--- src/rtl/bgate_pkg.sv ---
package bgate_pkg;
   typedef enum logic [1:0] {
      ARB_OFF  = 2'd0,
      ARB_SELF = 2'd1,
      ARB_RR   = 2'd2
   } arb_mode_e;
endpackage

--- src/rtl/bgate_regs.sv ---
module bgate_regs #(
   parameter int DATA_W     = 16,
   parameter int ADDR_W     = 4,
   parameter int NUM_LOCKED = 6,
   parameter int NUM_OPEN   = 4
) (
   input  logic              clk,
   input  logic              rst_n,
   input  logic              wr_en,
   input  logic [ADDR_W-1:0] wr_addr,
   input  logic [DATA_W-1:0] wr_data,
   input  logic [ADDR_W-1:0] rd_addr,
   output logic [DATA_W-1:0] rd_data,
   output logic              init_done,
   output logic              req_en
);
   localparam int LOCK_BASE = 1;
   localparam int OPEN_BASE = LOCK_BASE + NUM_LOCKED;

   logic                  init_q, req_en_q;
   logic [DATA_W-1:0]     lk_q [NUM_LOCKED];
   logic [DATA_W-1:0]     op_q [NUM_OPEN];
   logic [NUM_LOCKED-1:0] lk_hit;
   logic [NUM_OPEN-1:0]   op_hit;
   logic                  ctl_hit;

   assign ctl_hit = wr_en && (wr_addr == '0);

   genvar gi;
   generate
      for (gi = 0; gi < NUM_LOCKED; gi++) begin : g_lock
         assign lk_hit[gi] = wr_en && !init_q && (wr_addr == ADDR_W'(LOCK_BASE + gi));

         lock_hold_chk: assert property (@(posedge clk) disable iff (!rst_n)
            init_q |=> $stable(lk_q[gi]));
      end
      for (gi = 0; gi < NUM_OPEN; gi++) begin : g_open
         assign op_hit[gi] = wr_en && (wr_addr == ADDR_W'(OPEN_BASE + gi));
      end
   endgenerate

   always_ff @(posedge clk or negedge rst_n) begin
      if (!rst_n) begin
         init_q   <= 1'b0;
         req_en_q <= 1'b0;
         for (int i = 0; i < NUM_LOCKED; i++) lk_q[i] <= '0;
         for (int i = 0; i < NUM_OPEN; i++)   op_q[i] <= '0;
      end else begin
         if (ctl_hit) begin
            if (wr_data[0]) init_q <= 1'b1;
            req_en_q <= wr_data[1];
         end
         for (int i = 0; i < NUM_LOCKED; i++)
            if (lk_hit[i]) lk_q[i] <= wr_data;
         for (int i = 0; i < NUM_OPEN; i++)
            if (op_hit[i]) op_q[i] <= wr_data;
      end
   end

   always_comb begin
      rd_data = '0;
      if (rd_addr == '0) rd_data = DATA_W'({req_en_q, init_q});
      for (int i = 0; i < NUM_LOCKED; i++)
         if (rd_addr == ADDR_W'(LOCK_BASE + i)) rd_data = lk_q[i];
      for (int i = 0; i < NUM_OPEN; i++)
         if (rd_addr == ADDR_W'(OPEN_BASE + i)) rd_data = op_q[i];
   end

   assign init_done = init_q;
   assign req_en    = req_en_q;


   init_sticky_chk: assert property (@(posedge clk) disable iff (!rst_n)
      init_q |=> init_q);
endmodule

--- src/rtl/bgate_arb.sv ---
module bgate_arb
   import bgate_pkg::*;
#(
   parameter int NUM_SLOTS = 4
) (
   input  logic                 clk,
   input  logic                 rst_n,
   input  arb_mode_e            mode,
   input  logic [NUM_SLOTS-1:0] req,
   output logic [NUM_SLOTS-1:0] gnt
);
   localparam int IDX_W = (NUM_SLOTS > 1) ? $clog2(NUM_SLOTS) : 1;

   logic [NUM_SLOTS-1:0] gnt_q, gnt_d;
   logic [IDX_W-1:0]     last_q, last_d, pick;
   logic                 found, keep;
   int                   cand;

   always_comb begin
      found = 1'b0;
      pick  = '0;
      cand  = 0;
      for (int off = 1; off <= NUM_SLOTS; off++) begin
         cand = (int'(last_q) + off) % NUM_SLOTS;
         if (!found && req[IDX_W'(cand)]) begin
            found = 1'b1;
            pick  = IDX_W'(cand);
         end
      end
      keep = |(gnt_q & req);
   end

   always_comb begin
      gnt_d  = '0;
      last_d = last_q;
      unique case (mode)
         ARB_SELF: begin
            gnt_d[0] = 1'b1;
            last_d   = '0;
         end
         ARB_RR: begin
            if (keep) gnt_d = gnt_q;
            else if (found) begin
               gnt_d[pick] = 1'b1;
               last_d      = pick;
            end
         end
         default: gnt_d = '0;
      endcase
   end

   always_ff @(posedge clk or negedge rst_n) begin
      if (!rst_n) begin
         gnt_q  <= '0;
         last_q <= IDX_W'(NUM_SLOTS - 1);
      end else begin
         gnt_q  <= gnt_d;
         last_q <= last_d;
      end
   end

   always_comb begin
      gnt = '0;
      if (mode == ARB_SELF) gnt[0] = 1'b1;
      else if (mode == ARB_RR) gnt = gnt_q;
   end


   one_grant_chk: assert property (@(posedge clk) disable iff (!rst_n)
      $onehot0(gnt));

   grant_keep_chk: assert property (@(posedge clk) disable iff (!rst_n)
      (mode == ARB_RR && |(gnt_q & req)) |=> (mode != ARB_RR || gnt_q == $past(gnt_q)));
endmodule

--- src/rtl/bgate_filter.sv ---
module bgate_filter (
   input  logic host,
   input  logic init_done,
   input  logic req_en,
   input  logic in_valid,
   input  logic out_valid,
   input  logic lb_req_in,
   output logic in_accept,
   output logic in_retry,
   output logic out_allow,
   output logic out_abort,
   output logic lb_req_out
);
   logic inbound_open;

   assign inbound_open = host || init_done;
   assign in_accept    = in_valid && inbound_open;
   assign in_retry     = in_valid && !inbound_open;
   assign out_allow    = out_valid && init_done;
   assign out_abort    = out_valid && !init_done;
   assign lb_req_out   = lb_req_in && req_en;


   always_comb begin
      in_excl_chk: assert (!(in_accept && in_retry));
   end
endmodule

--- src/rtl/bridge_init_gate.sv ---
module bridge_init_gate
   import bgate_pkg::*;
#(
   parameter int NUM_EXT    = 3,
   parameter int DATA_W     = 16,
   parameter int ADDR_W     = 4,
   parameter int NUM_LOCKED = 6,
   parameter int NUM_OPEN   = 4
) (
   input  logic               clk,
   input  logic               rst_n,
   input  logic               host_mode,
   input  logic               reg_wr_en,
   input  logic [ADDR_W-1:0]  reg_wr_addr,
   input  logic [DATA_W-1:0]  reg_wr_data,
   input  logic [ADDR_W-1:0]  reg_rd_addr,
   output logic [DATA_W-1:0]  reg_rd_data,
   input  logic               br_req,
   input  logic [NUM_EXT-1:0] ext_req,
   output logic               br_gnt,
   output logic [NUM_EXT-1:0] ext_gnt,
   input  logic               in_valid,
   output logic               in_accept,
   output logic               in_retry,
   input  logic               out_valid,
   output logic               out_allow,
   output logic               out_abort,
   input  logic               lb_req_in,
   output logic               lb_req_out
);
   localparam int NUM_SLOTS = NUM_EXT + 1;
   localparam int NUM_ADDRS = 1 + NUM_LOCKED + NUM_OPEN;

   generate
      if (NUM_EXT < 1) begin : g_bad_ext
         $error("NUM_EXT must be at least 1");
      end
      if (NUM_ADDRS > (1 << ADDR_W)) begin : g_bad_map
         $error("register map does not fit ADDR_W");
      end
      if (DATA_W < 2) begin : g_bad_data
         $error("DATA_W must hold the two control bits");
      end
   endgenerate

   logic                 init_done, req_en;
   arb_mode_e            mode;
   logic [NUM_SLOTS-1:0] slot_gnt;

   bgate_regs #(
      .DATA_W(DATA_W), .ADDR_W(ADDR_W),
      .NUM_LOCKED(NUM_LOCKED), .NUM_OPEN(NUM_OPEN)
   ) u_regs (
      .clk(clk), .rst_n(rst_n),
      .wr_en(reg_wr_en), .wr_addr(reg_wr_addr), .wr_data(reg_wr_data),
      .rd_addr(reg_rd_addr), .rd_data(reg_rd_data),
      .init_done(init_done), .req_en(req_en)
   );

   always_comb begin
      if (!host_mode)     mode = ARB_OFF;
      else if (init_done) mode = ARB_RR;
      else                mode = ARB_SELF;
   end

   bgate_arb #(.NUM_SLOTS(NUM_SLOTS)) u_arb (
      .clk(clk), .rst_n(rst_n), .mode(mode),
      .req({ext_req, br_req}), .gnt(slot_gnt)
   );

   assign br_gnt  = slot_gnt[0];
   assign ext_gnt = slot_gnt[NUM_SLOTS-1:1];

   bgate_filter u_filt (
      .host(host_mode), .init_done(init_done), .req_en(req_en),
      .in_valid(in_valid), .out_valid(out_valid), .lb_req_in(lb_req_in),
      .in_accept(in_accept), .in_retry(in_retry),
      .out_allow(out_allow), .out_abort(out_abort), .lb_req_out(lb_req_out)
   );


   self_grant_chk: assert property (@(posedge clk) disable iff (!rst_n)
      (host_mode && !init_done) |-> (br_gnt && ext_gnt == '0));

   nonhost_nogrant_chk: assert property (@(posedge clk) disable iff (!rst_n)
      !host_mode |-> (!br_gnt && ext_gnt == '0));

   host_no_retry_chk: assert property (@(posedge clk) disable iff (!rst_n)
      host_mode |-> !in_retry);

   pre_init_abort_chk: assert property (@(posedge clk) disable iff (!rst_n)
      (out_valid && !init_done) |-> (out_abort && !out_allow));

   lb_mask_chk: assert property (@(posedge clk) disable iff (!rst_n)
      lb_req_out |-> (req_en && lb_req_in));
endmodule

--- config.mk ---
export PLATFORM = sky130hd
export DESIGN_NAME = bridge_init_gate
export DESIGN_NICKNAME = d
export VERILOG_FILES = /design/src/rtl/bgate_pkg.sv /design/src/rtl/bgate_regs.sv /design/src/rtl/bgate_arb.sv /design/src/rtl/bgate_filter.sv /design/src/rtl/bridge_init_gate.sv
export SDC_FILE = /design/constraint.sdc
export NUM_CORES = 1
export LEC_CHECK = 0
export ABC_AREA = 1
export CORE_MARGIN = 1
export CORE_UTILIZATION = 35
export CTS_BUF_LIST = sky130_fd_sc_hd__clkbuf_16
export CTS_CLUSTER_SIZE = 28
export DETAILED_ROUTE_END_ITERATION = 7
export GPL_TIMING_DRIVEN = 0
export REMOVE_ABC_BUFFERS = 1
export SLEW_MARGIN = 25
export SYNTH_ARGS = -nofsm -noshare
export SYNTH_HDL_FRONTEND = slang
export SYNTH_SLANG_ARGS = --single-unit
--- constraint.sdc ---
create_clock -name clk -period 1.75 [get_ports clk]
set_input_delay 0.175 -clock clk [delete_from_list [all_inputs] [get_ports clk]]
set_output_delay 0.175 -clock clk [all_outputs]
set_load 0.03 [all_outputs]
## Yosys cells after proc, flatten, opt, wreduce, memory -nomap -nowiden

Index checks and enable logic that the tools add are counted.

| cells by class | value |
|---|---|
| add/sub/neg operators | 4 |
| order comparisons | 6 |
| eq/ne operators | 24 |
| muxes and demuxes | 45 |
| bitwise logic cells | 1 |
| reduce and logical (&&, ||, !) cells | 33 |

Operators by type and width:

| operator | number |
|---|---|
| two-way mux 16 bit | 10 |
| equality test 4 x 3 -> 1 bit, second input constant | 8 |
| equality test 4 bit, second input constant | 6 |
| logical AND 1 bit | 21 |
| two-way mux 2 bit | 9 |
| equality test 4 x 2 -> 1 bit, second input constant | 4 |
| less-than comparator 2 x 4 -> 1 bit, second input constant | 4 |
| two-way mux 1 bit | 14 |
| two-way mux 4 bit | 3 |
| binary-select mux 1 bit (select 2 bit) | 4 |
| equality test 4 x 1 -> 1 bit, second input constant | 2 |
| logical NOT 4 bit | 2 |
| two-way mux 3 bit | 2 |
| logical NOT 1 bit | 5 |
| adder 2 x 1 -> 2 bit, second input constant | 2 |
| adder 2 bit, second input constant | 2 |
| AND 4 bit | 1 |
| one-hot mux 2 bit (2 select lines) | 1 |
| OR reduction 4 bit | 1 |
| less-than comparator 2 x 3 -> 1 bit, second input constant | 1 |
| AND reduction 3 bit | 1 |
| demux 1 bit (select 2 bit) | 1 |
| equality test 2 x 1 -> 1 bit, second input constant | 1 |
| equality test 2 bit, second input constant | 1 |
| other kinds (7) | 7 |

| word-level totals | value |
|---|---|
| register bits after elaboration | 168 |
| input port bits | 35 |
| output and inout port bits | 25 |
| word-level logic and storage cells | 127 |

## Longest topological paths before layout

Gate-level depths: netlist of the first run.

| logic depth | value |
|---|---|
| depth after elaboration | 21 |
| gate-level depth with buffers | 14 |
| depth with buffers taken out | 13 |

## By module

From an unflattened synthesis of the first run, not the netlist that was laid out.

| second synthesis, totals | value |
|---|---|
| cell total of the unflattened synthesis | 999 |
| area total of the unflattened synthesis | 7886.3 um^2 |

Modules (own cells, without submodules):

| module | instances | cells each | area an instance (um^2) | seq. area each (um^2) |
|---|---|---|---|---|
| bgate_regs | 1 | 872 | 7146.9 | 4053.9 |
| bgate_arb | 1 | 110 | 673.1 | 152.6 |
| bgate_filter | 1 | 13 | 48.8 | 0.0 |
| bridge_init_gate | 1 | 4 | 17.5 | 0.0 |

## Worst setup path after synthesis of the first run

No wires, ideal clock.

| timing | value |
|---|---|
| kind | reg-to-reg |
| from | reg u_arb.last_q[0] |
| to | reg u_arb.gnt_q[2] |
| library setup time | 0.126 ns |
| arrival time | 1.352 ns |
| data required time | 1.624 ns |
| slack | 0.272 ns |
| stages on the path, launching flop included | 11 |
| buffers on the path | 1 |
| period minus slack after synthesis | 1.478 ns |
| cell sequence | dfstp_2 buf_6 inv_4 nand2_1 nand2_1 nand2_2 nand2_1 and2_1 o21bai_1 nand2_1 o22ai_1 |

| between the ends | value |
|---|---|
| longest elaborated chain between the ends | 21 |
| elaborated cells on any way between the ends | 38 |
| classes of those cells | add/sub (4); order compare (2); mux (25); reduce/logical (7) |

Ends and longest elaborated chain:

| element | line | source |
|---|---|---|
| from (decl) | bgate_arb.sv:15 | `logic [IDX_W-1:0] last_q, last_d, pick;` |
| from (signal assigned) | bgate_arb.sv:55 | `last_q <= IDX_W'(NUM_SLOTS - 1);` |
| from (signal assigned) | bgate_arb.sv:58 | `last_q <= last_d;` |
| adder 2 x 1 -> 2 bit | bgate_arb.sv:24 | `cand = (int'(last_q) + off) % NUM_SLOTS;` |
| binary-select mux 1 bit (select 2 bit) | bgate_arb.sv:25 | `if (!found && req[IDX_W'(cand)]) begin` |
| two-way mux 1 bit (implied by the code) (2 in series) | bgate_arb.sv:25 |  |
| two-way mux 1 bit | bgate_arb.sv:25 |  |
| logical NOT 1 bit | bgate_arb.sv:25 |  |
| logical AND 1 bit | bgate_arb.sv:25 |  |
| two-way mux 1 bit | bgate_arb.sv:25 |  |
| logical NOT 1 bit | bgate_arb.sv:25 |  |
| (+4 left out) | -- |  |
| two-way mux 2 bit | bgate_arb.sv:25 |  |
| less-than comparator 2 x 3 -> 1 bit (implied by the code) / greater-or-equal comparator 2 x 1 -> 1 bit (equally long branches) | bgate_arb.sv:44 | `gnt_d[pick] = 1'b1;` |
| logical AND 1 bit (implied by the code) | bgate_arb.sv:44 |  |
| two-way mux 1 bit (implied by the code) | bgate_arb.sv:44 |  |
| demux 1 bit (select 2 bit) | -- |  |
| two-way mux 4 bit (*) | bgate_arb.sv:43 | `else if (found) begin` |
| two-way mux 4 bit (*) | bgate_arb.sv:42 | `if (keep) gnt_d = gnt_q;` |
| two-way mux 3 bit (*) | bgate_arb.sv:36 | `unique case (mode)` |
| to (signal assigned) | bgate_arb.sv:57 | `gnt_q <= gnt_d;` |
| to (decl) | bgate_arb.sv:14 | `logic [NUM_SLOTS-1:0] gnt_q, gnt_d;` |

Every way passes the cells marked *; elsewhere a longest branch is shown, timed or not. The select of a mux whose other input is x is not followed.
A chain may end at the register's enable or synchronous reset.

## Worst setup path after layout of the first run

| timing | value |
|---|---|
| from | reg u_regs.init_q, in the netlist u_regs.init_done |
| to | out reg_rd_data[0] |

| between the ends | value |
|---|---|
| longest elaborated chain between the ends | 11 |

Ends and longest elaborated chain:

| element | line | source |
|---|---|---|
| from (decl) | bgate_regs.sv:20 | `logic init_q, req_en_q;` |
| from (signal assigned) | bgate_regs.sv:44 | `init_q <= 1'b0;` |
| from (signal assigned) | bgate_regs.sv:50 | `if (wr_data[0]) init_q <= 1'b1;` |
| two-way mux 2 bit | bgate_regs.sv:62 | `if (rd_addr == '0) rd_data = DATA_W'({req_en_q, init_q});` |
| two-way mux 16 bit (6 in series) | bgate_regs.sv:64 | `if (rd_addr == ADDR_W'(LOCK_BASE + i)) rd_data = lk_q[i];` |
| two-way mux 16 bit (4 in series) | bgate_regs.sv:66 | `if (rd_addr == ADDR_W'(OPEN_BASE + i)) rd_data = op_q[i];` |
| to (decl) | bridge_init_gate.sv:17 | `output logic [DATA_W-1:0] reg_rd_data,` |

No other way between the ends.

==> results of run 1 <==
[layer usage]
metal | GRT usage | vias up
met2 | 0.281 | 137
met5 | 0 | -
li1 | - | 3229
met4 | 0.0622 | 0
met3 | 0.0338 | 30
met1 | 0.263 | 3074
[worst max-delay path: stages, from the launching register on]
cell     delay (ns)
dfrtp_2        0.43
nand3_2        0.09
nand3_2        0.08
nor2_1         0.10
nand4_1        0.10
nor2_1         0.12
nand4_1        0.12
buf_6          0.16
[through the flow]
step	hold WS (ns)	cell area, um2	std cells	setup TNS, ns	setup slack, ns
after floorplan	-0.121	7410	908	0	0.258
after global placement	0.466	8350	1242	-1202.80	-6.64
after detailed placement	0.0410	8440	1246	-62.21	-1.28
after CTS	0.174	9390	1307	-3.59	-0.144
after global routing	0.190	9820	1327	-1.37	-0.152
final	0.182	9820	1327	-0.0900	-0.0472
[final timing paths]
kind | end | cells past startpoint
min in group clk | u_regs.op_q[38]$_DFFE_PN0P_ | 2
min | u_regs.op_q[28]$_DFFE_PN0P_ | 2
max reg2reg | u_arb.gnt_q[0]$_DFFE_PN0N_ | 12
max in group asynchronous | u_arb.last_q[1]$_DFFE_PN1P_ | 4
max | reg_rd_data[0] | 7
min reg2reg | u_regs.op_q[38]$_DFFE_PN0P_ | 2
[cell families after synthesis]
logic type,after synthesis,synth area share
DFF,168,0.553
AOI/OAI and AO/OA,186,0.124
buffers and inverters,111,0.0595
and+or+nand+nor,487,0.264
[power by group through the flow]
stage | logic [W] | registers [W] | clock network (W)
2_1_floorplan | 0.00117 | 0.00451 | 0
3_3_place_gp | 0.00165 | 0.00456 | 0
3_5_place_dp | 0.00170 | 0.00456 | 0
4_1_cts | 0.00174 | 0.00449 | 0.00369
5_1_grt | 0.00251 | 0.00454 | 0.00384
6_report | 0.00226 | 0.00450 | 0.00362
[repair_timing]
action	4_1_cts	5_1_grt
endpoints found under the setup margin	121	121
setup buffers	28	20
pin swaps	20	69
resized for setup	160	93
hold buffers	1	0
hold endpoints to repair	101	0
[state kept, by name, indices dropped and copies added, names as in the netlist]
signal,flops
u_regs.lk_q,96
u_regs.op_q,64
u_arb.gnt_q,4
u_arb.last_q,2
u_regs.init_done,1
u_regs.req_en,1
[cell type report]
type	count	area (um2)	share of cell area
Sequential cell	168	4210	0.429
Multi-Input combinational cell	673	3320	0.338
Timing Repair Buffer	112	1120	0.114
Clock buffer	17	425	0.0433
Tap cell	275	344	0.0350
Inverter	67	268	0.0273
Clock inverter	15	136	0.0139
[cell usage in the layout (no fill, tap or decap), types with 3 or more instances in the layout]
| master | synthesis | layout |
|---|---|---|
| nand2_1 | 362 | 332 |
| dfrtp_1 | 166 | 165 |
| o21ai_0 | 158 | 157 |
| inv_1 | 59 | 56 |
| nor2_1 | 53 | 48 |
| buf_4 | 0 | 34 |
| nand4_1 | 30 | 30 |
| clkdlybuf4s50_1 | 0 | 29 |
| buf_6 | 2 | 26 |
| nand2_2 | 9 | 19 |
| nand2_4 | 0 | 18 |
| clkbuf_16 | 0 | 17 |
| a21oi_2 | 1 | 12 |
| nand3_2 | 1 | 11 |
| nor2_4 | 3 | 10 |
| nand3_1 | 19 | 8 |
| inv_2 | 7 | 7 |
| clkinvlp_4 | 0 | 6 |
| o21ai_1 | 6 | 6 |
| buf_12 | 0 | 6 |
| nor2_2 | 7 | 5 |
| clkinv_2 | 0 | 5 |
| dlygate4sd2_1 | 0 | 5 |
| a21oi_1 | 16 | 4 |
| buf_2 | 15 | 4 |
| clkbuf_2 | 0 | 4 |
| o22ai_1 | 3 | 3 |
==> results.cfg, run 1 <==
[status]
status = finished, violations left
violations = setup timing

[timing]
clock_skew_ns = 0.00690
final.min_clock_period_ns = 1.80
timing.fmax_mhz = 556
final_max_slew_viol_count = 0
fin_ws_ns = -0.0472
worst_slew_pin_slew_ns = 0.621
fin_crit_sh = 1.03
maxSlewHeadroom = 0.584
grt_setup_unrepaired = true
setup_viol = 4
hold_violations = 0

[clocking]
clock_latency_ns = 0.42
cts_made_buffers = 17
cts_root_buf = clkbuf_16
cts.sinks = 168
cts_max_level = 4
cts_max_path_buffers = 2
cts_tree = done
clkTransAtPathRegs_ns = 0.07

[routing]
drt_first_pass_iters = 5
wirelength_mm = 20.2
dr_wl_met2_mm = 8.95
drc = 0
post_drt_via_cell_ratio = 4.88
wl_met3_um = 856
drtIter0Drc = 536
ant_nets = 0
wl_met1_mm = 9.88
wl_per_cell_um = 15.2
dr.max_layer_used = met4
vias = 6470

[die]
initial_utilization = 0.360
die_w_um = 149
dieHeight_um = 149
ioPinCount = 60
core.rowCount = 53
die_area_um2 = 22300
coreArea_um2 = 21200

[grt]
grt_antenna_before_repair = 0
grt_max_degree = 76
first_global_vias = 5827
grt_overflow = 0
grt_first_pass_wirelength_mm = 31.1
grtUsageTotal = 0.184

[cells_and_area]
fin_util = 0.464
syn2layout_area_growth_pct = 29.0
nets = 1074
antenna_cells = 0
drive_gt1_frac = 0.192
fill_cells = 2059

[synthesis]
ys_ff_latch = 168
netlist_top_cells_count = nand2_1, dfrtp_1, o21ai_0, inv_1, nor2_1
ys.warnings.count = 0
syn_inst = 952
synth-main-ff-cell = dfrtp_1
synth_seq_area_share = 0.553
avgSynthCellArea_um2 = 7.99
yosysMostFrequentCell = nand2_1
yosysTopAreaCellShare = 0.546
synth_area_leaders = dfrtp_1, nand2_1, o21ai_0
synth.distinct_cells = 26
synth.largest_area_cell = dfrtp_1
synth_edf_count = 0
async_flop_share = 1.00
syn_area_um2 = 7610

[power_and_ir_drop]
power.density_nw_per_um2 = 1060
p_comb_frac = 0.218
clock_power_share = 0.349
power.internal_w = 0.00720
p_leak_nw = 4.73
swShare = 0.305
seqPwrFrac = 0.433
p_sw_w = 0.00317
ir_worst_vdd_uv = 718
power_w = 0.0104

[job]
max_cap_violations = 0

[critical_path]
reg2reg_slack_ns = 0.06
worst_setup_path_startpoint = u_regs.init_done$_DFFE_PN0P_
path_max_fanout = 4
worst-setup-path-type = flip-flop to output pin
required_ns = 1.57
crit_path_end_kind = output pin
arrival_ns = 1.62
worstReg2RegStart = u_arb.last_q[0]$_DFFE_PN1P_
start_kind = flip-flop

[place]
gp_congestion = 0.817
io_buffers = 59
post-dp-hpwl_mm = 11.5

[worst_hold_path]
holdCritPathClass = primary input to async pin
Power figures use the tool's default switching activity.
==> inputs of run 2 (changes only) <==
Settings changed: CAP_MARGIN from default to 10, SKIP_LAST_GASP from default to 1.
==> results.cfg, run 2 (synthesis gave the netlist of run 1 again) <==
[critical_path]
start_kind = flip-flop
cp_num_cells = 7
worstReg2RegStart = u_arb.last_q[0]$_DFFE_PN1P_
path_delay_family = simple AND/OR/NAND/NOR gates
path_cells = nand3_2 -> nand3_2 -> nor2_1 -> nand4_1 -> nor2_1 -> nand4_1 -> buf_6
worst_setup_path_startpoint = u_regs.init_done$_DFFE_PN0P_
reg2reg_slack_ns = 0.05
critPathCapture = reg_rd_data[0]
cpPeakStageDelay_ns = 0.43
cpMaxStageDelayCell = dfrtp_2
required_ns = 1.57
crit_buf_inv = 1
arrival_ns = 1.63
worst-setup-path-type = flip-flop to output pin
crit_path_end_kind = output pin
reg2regPathDepth = 9
path_max_fanout = 4
rr_endpoint = u_arb.last_q[0]$_DFFE_PN1P_

[job]
max_cap_violations = 0

[clocking]
cts.sinks = 168
cts_max_path_buffers = 2
cts_root_buf = clkbuf_16
cts_tree = done
clkTransAtPathRegs_ns = 0.07
cts_made_buffers = 17
clock_latency_ns = 0.43
cts_max_level = 4

[power_and_ir_drop]
power.internal_w = 0.00719
p_comb_frac = 0.213
power.density_nw_per_um2 = 1060
seqPwrFrac = 0.435
clock_power_share = 0.352
p_leak_nw = 4.66
swShare = 0.303
p_sw_w = 0.00313
ir_worst_vdd_uv = 732

[grt]
grt_max_degree = 76
grt_antenna_before_repair = 0
first_global_vias = 5824
grtUsageTotal = 0.184
grt_overflow = 0
grt_first_pass_wirelength_mm = 31.1

[place]
placed_area_um2 = 8440
io_buffers = 59
gp_congestion = 0.817
dp_cells = 1246
post-dp-hpwl_mm = 11.5

[routing]
post_drt_via_cell_ratio = 4.90
drt_first_pass_iters = 5
ant_nets = 0
drc = 0
wl_per_cell_um = 15.1
drtIter0Drc = 516
wirelength_mm = 20.0
vias = 6487

[die]
ioPinCount = 60
die_area_um2 = 22300
coreArea_um2 = 21200
initial_utilization = 0.360
dieHeight_um = 149
core.rowCount = 53
die_w_um = 149

[cells_and_area]
finalNonFillerCells = 1323
fin_util = 0.459
layout_commonest_cell = nand2_1
finalInstanceArea_um2 = 9720
final_cell_mix = nand2_1, dfrtp_1, o21ai_0
nets = 1070
drive_gt1_frac = 0.175
fill_cells = 2086
syn2layout_area_growth_pct = 27.7
top_regs = u_regs.lk_q: 96 flops, u_regs.op_q: 64 flops, u_arb.gnt_q: 4 flops
top_register = u_regs.lk_q
antenna_cells = 0
largest_register_ffs = 96

[timing]
final.min_clock_period_ns = 1.80
fin_crit_sh = 1.03
grt_setup_unrepaired = true
final_max_slew_viol_count = 0
fin_ws_ns = -0.0548
setup_viol = 5
hold_violations = 0
clock_skew_ns = 0.00943
worst_slew_pin_slew_ns = 0.715
timing.fmax_mhz = 554
maxSlewHeadroom = 0.521

[status]
status = finished, violations left
violations = setup timing

[worst_hold_path]
holdCritPathClass = primary input to async pin
-- run 2: cell count changes in the layout (fill, tap and decap cells not counted), moves of 2 or more --
cell	change
a21oi_2	-4
nor2_2	-2
dlygate4sd2_1	+3
nand2_4	-5
a21oi_1	+4
clkbuf_2	-3
nand3_2	-3
nand2_1	+4
nand3_1	+3
buf_6	-5
-- run 2: power groups by stage --
stage               logic [W]  registers [W]  clock network (W)
floorplan             0.00117        0.00451                  0
global placement      0.00165        0.00456                  0
detailed placement    0.00170        0.00456                  0
CTS                   0.00173        0.00449            0.00369
global route          0.00246        0.00454            0.00385
finish                0.00220        0.00449            0.00363
-- run 2: layer usage --
layer / vias to the layer above / wire length [um] / track usage
met5: - / 0 / 0
met4: 0 / 527 / 0.0617
met3: 31 / 953 / 0.0338
met2: 152 / 8910 / 0.281
met1: 3080 / 9610 / 0.262
li1: 3224 / - / -
-- run 2: how the worst min path moves through the flow --
stage,slack [ns],startpoint,endpoint,cells past startpoint
floorplan,-0.12,rst_n,u_arb.gnt_q[0]$_DFFE_PN0N_,0
global placement,0.47,u_regs.lk_q[80]$_DFFE_PN0P_,u_regs.lk_q[80]$_DFFE_PN0P_,2
detailed placement,0.04,rst_n,u_regs.op_q[6]$_DFFE_PN0P_,1
CTS,0.17,rst_n,u_regs.op_q[28]$_DFFE_PN0P_,2
global route,0.19,rst_n,u_regs.op_q[28]$_DFFE_PN0P_,2
finish,0.18,rst_n,u_regs.op_q[6]$_DFFE_PN0P_,2
-- run 2: through the flow --
step	total power [W]	setup WS [ns]	hold slack (ns)	TNS [ns]
2_1_floorplan	0.00568	0.258	-0.121	0
3_3_place_gp	0.00620	-6.64	0.466	-1202.80
3_5_place_dp	0.00625	-1.28	0.0410	-62.21
4_1_cts	0.00991	-0.149	0.174	-3.62
5_1_grt	0.0108	-0.156	0.188	-3.61
6_report	0.0103	-0.0548	0.178	-0.125
-- run 2: worst reg2reg max path, delay by kind of cell (launching register included) --
family,cells,cell delay (ns)
compound gates,1,0.18
buf+inv,1,0.14
simple gates,7,0.68
flops,1,0.63
-- run 2: area by class of cell --
cell class,instances,area [um2],area share
Inverter,67,268,0.0275
Timing Repair Buffer,108,1080,0.112
Multi-Input combinational cell,673,3250,0.335
Clock inverter,15,136,0.0140
Sequential cell,168,4210,0.433
Tap cell,275,344,0.0354
Clock buffer,17,425,0.0438
-- run 2: timing repair --
action | in CTS | in global routing
gates resized for setup | 155 | 70
endpoints found under the hold margin | 101 | 0
pin swaps | 20 | 51
buffers inserted | 28 | 16
hold buffers | 1 | 0
endpoints found under the setup margin | 121 | 121
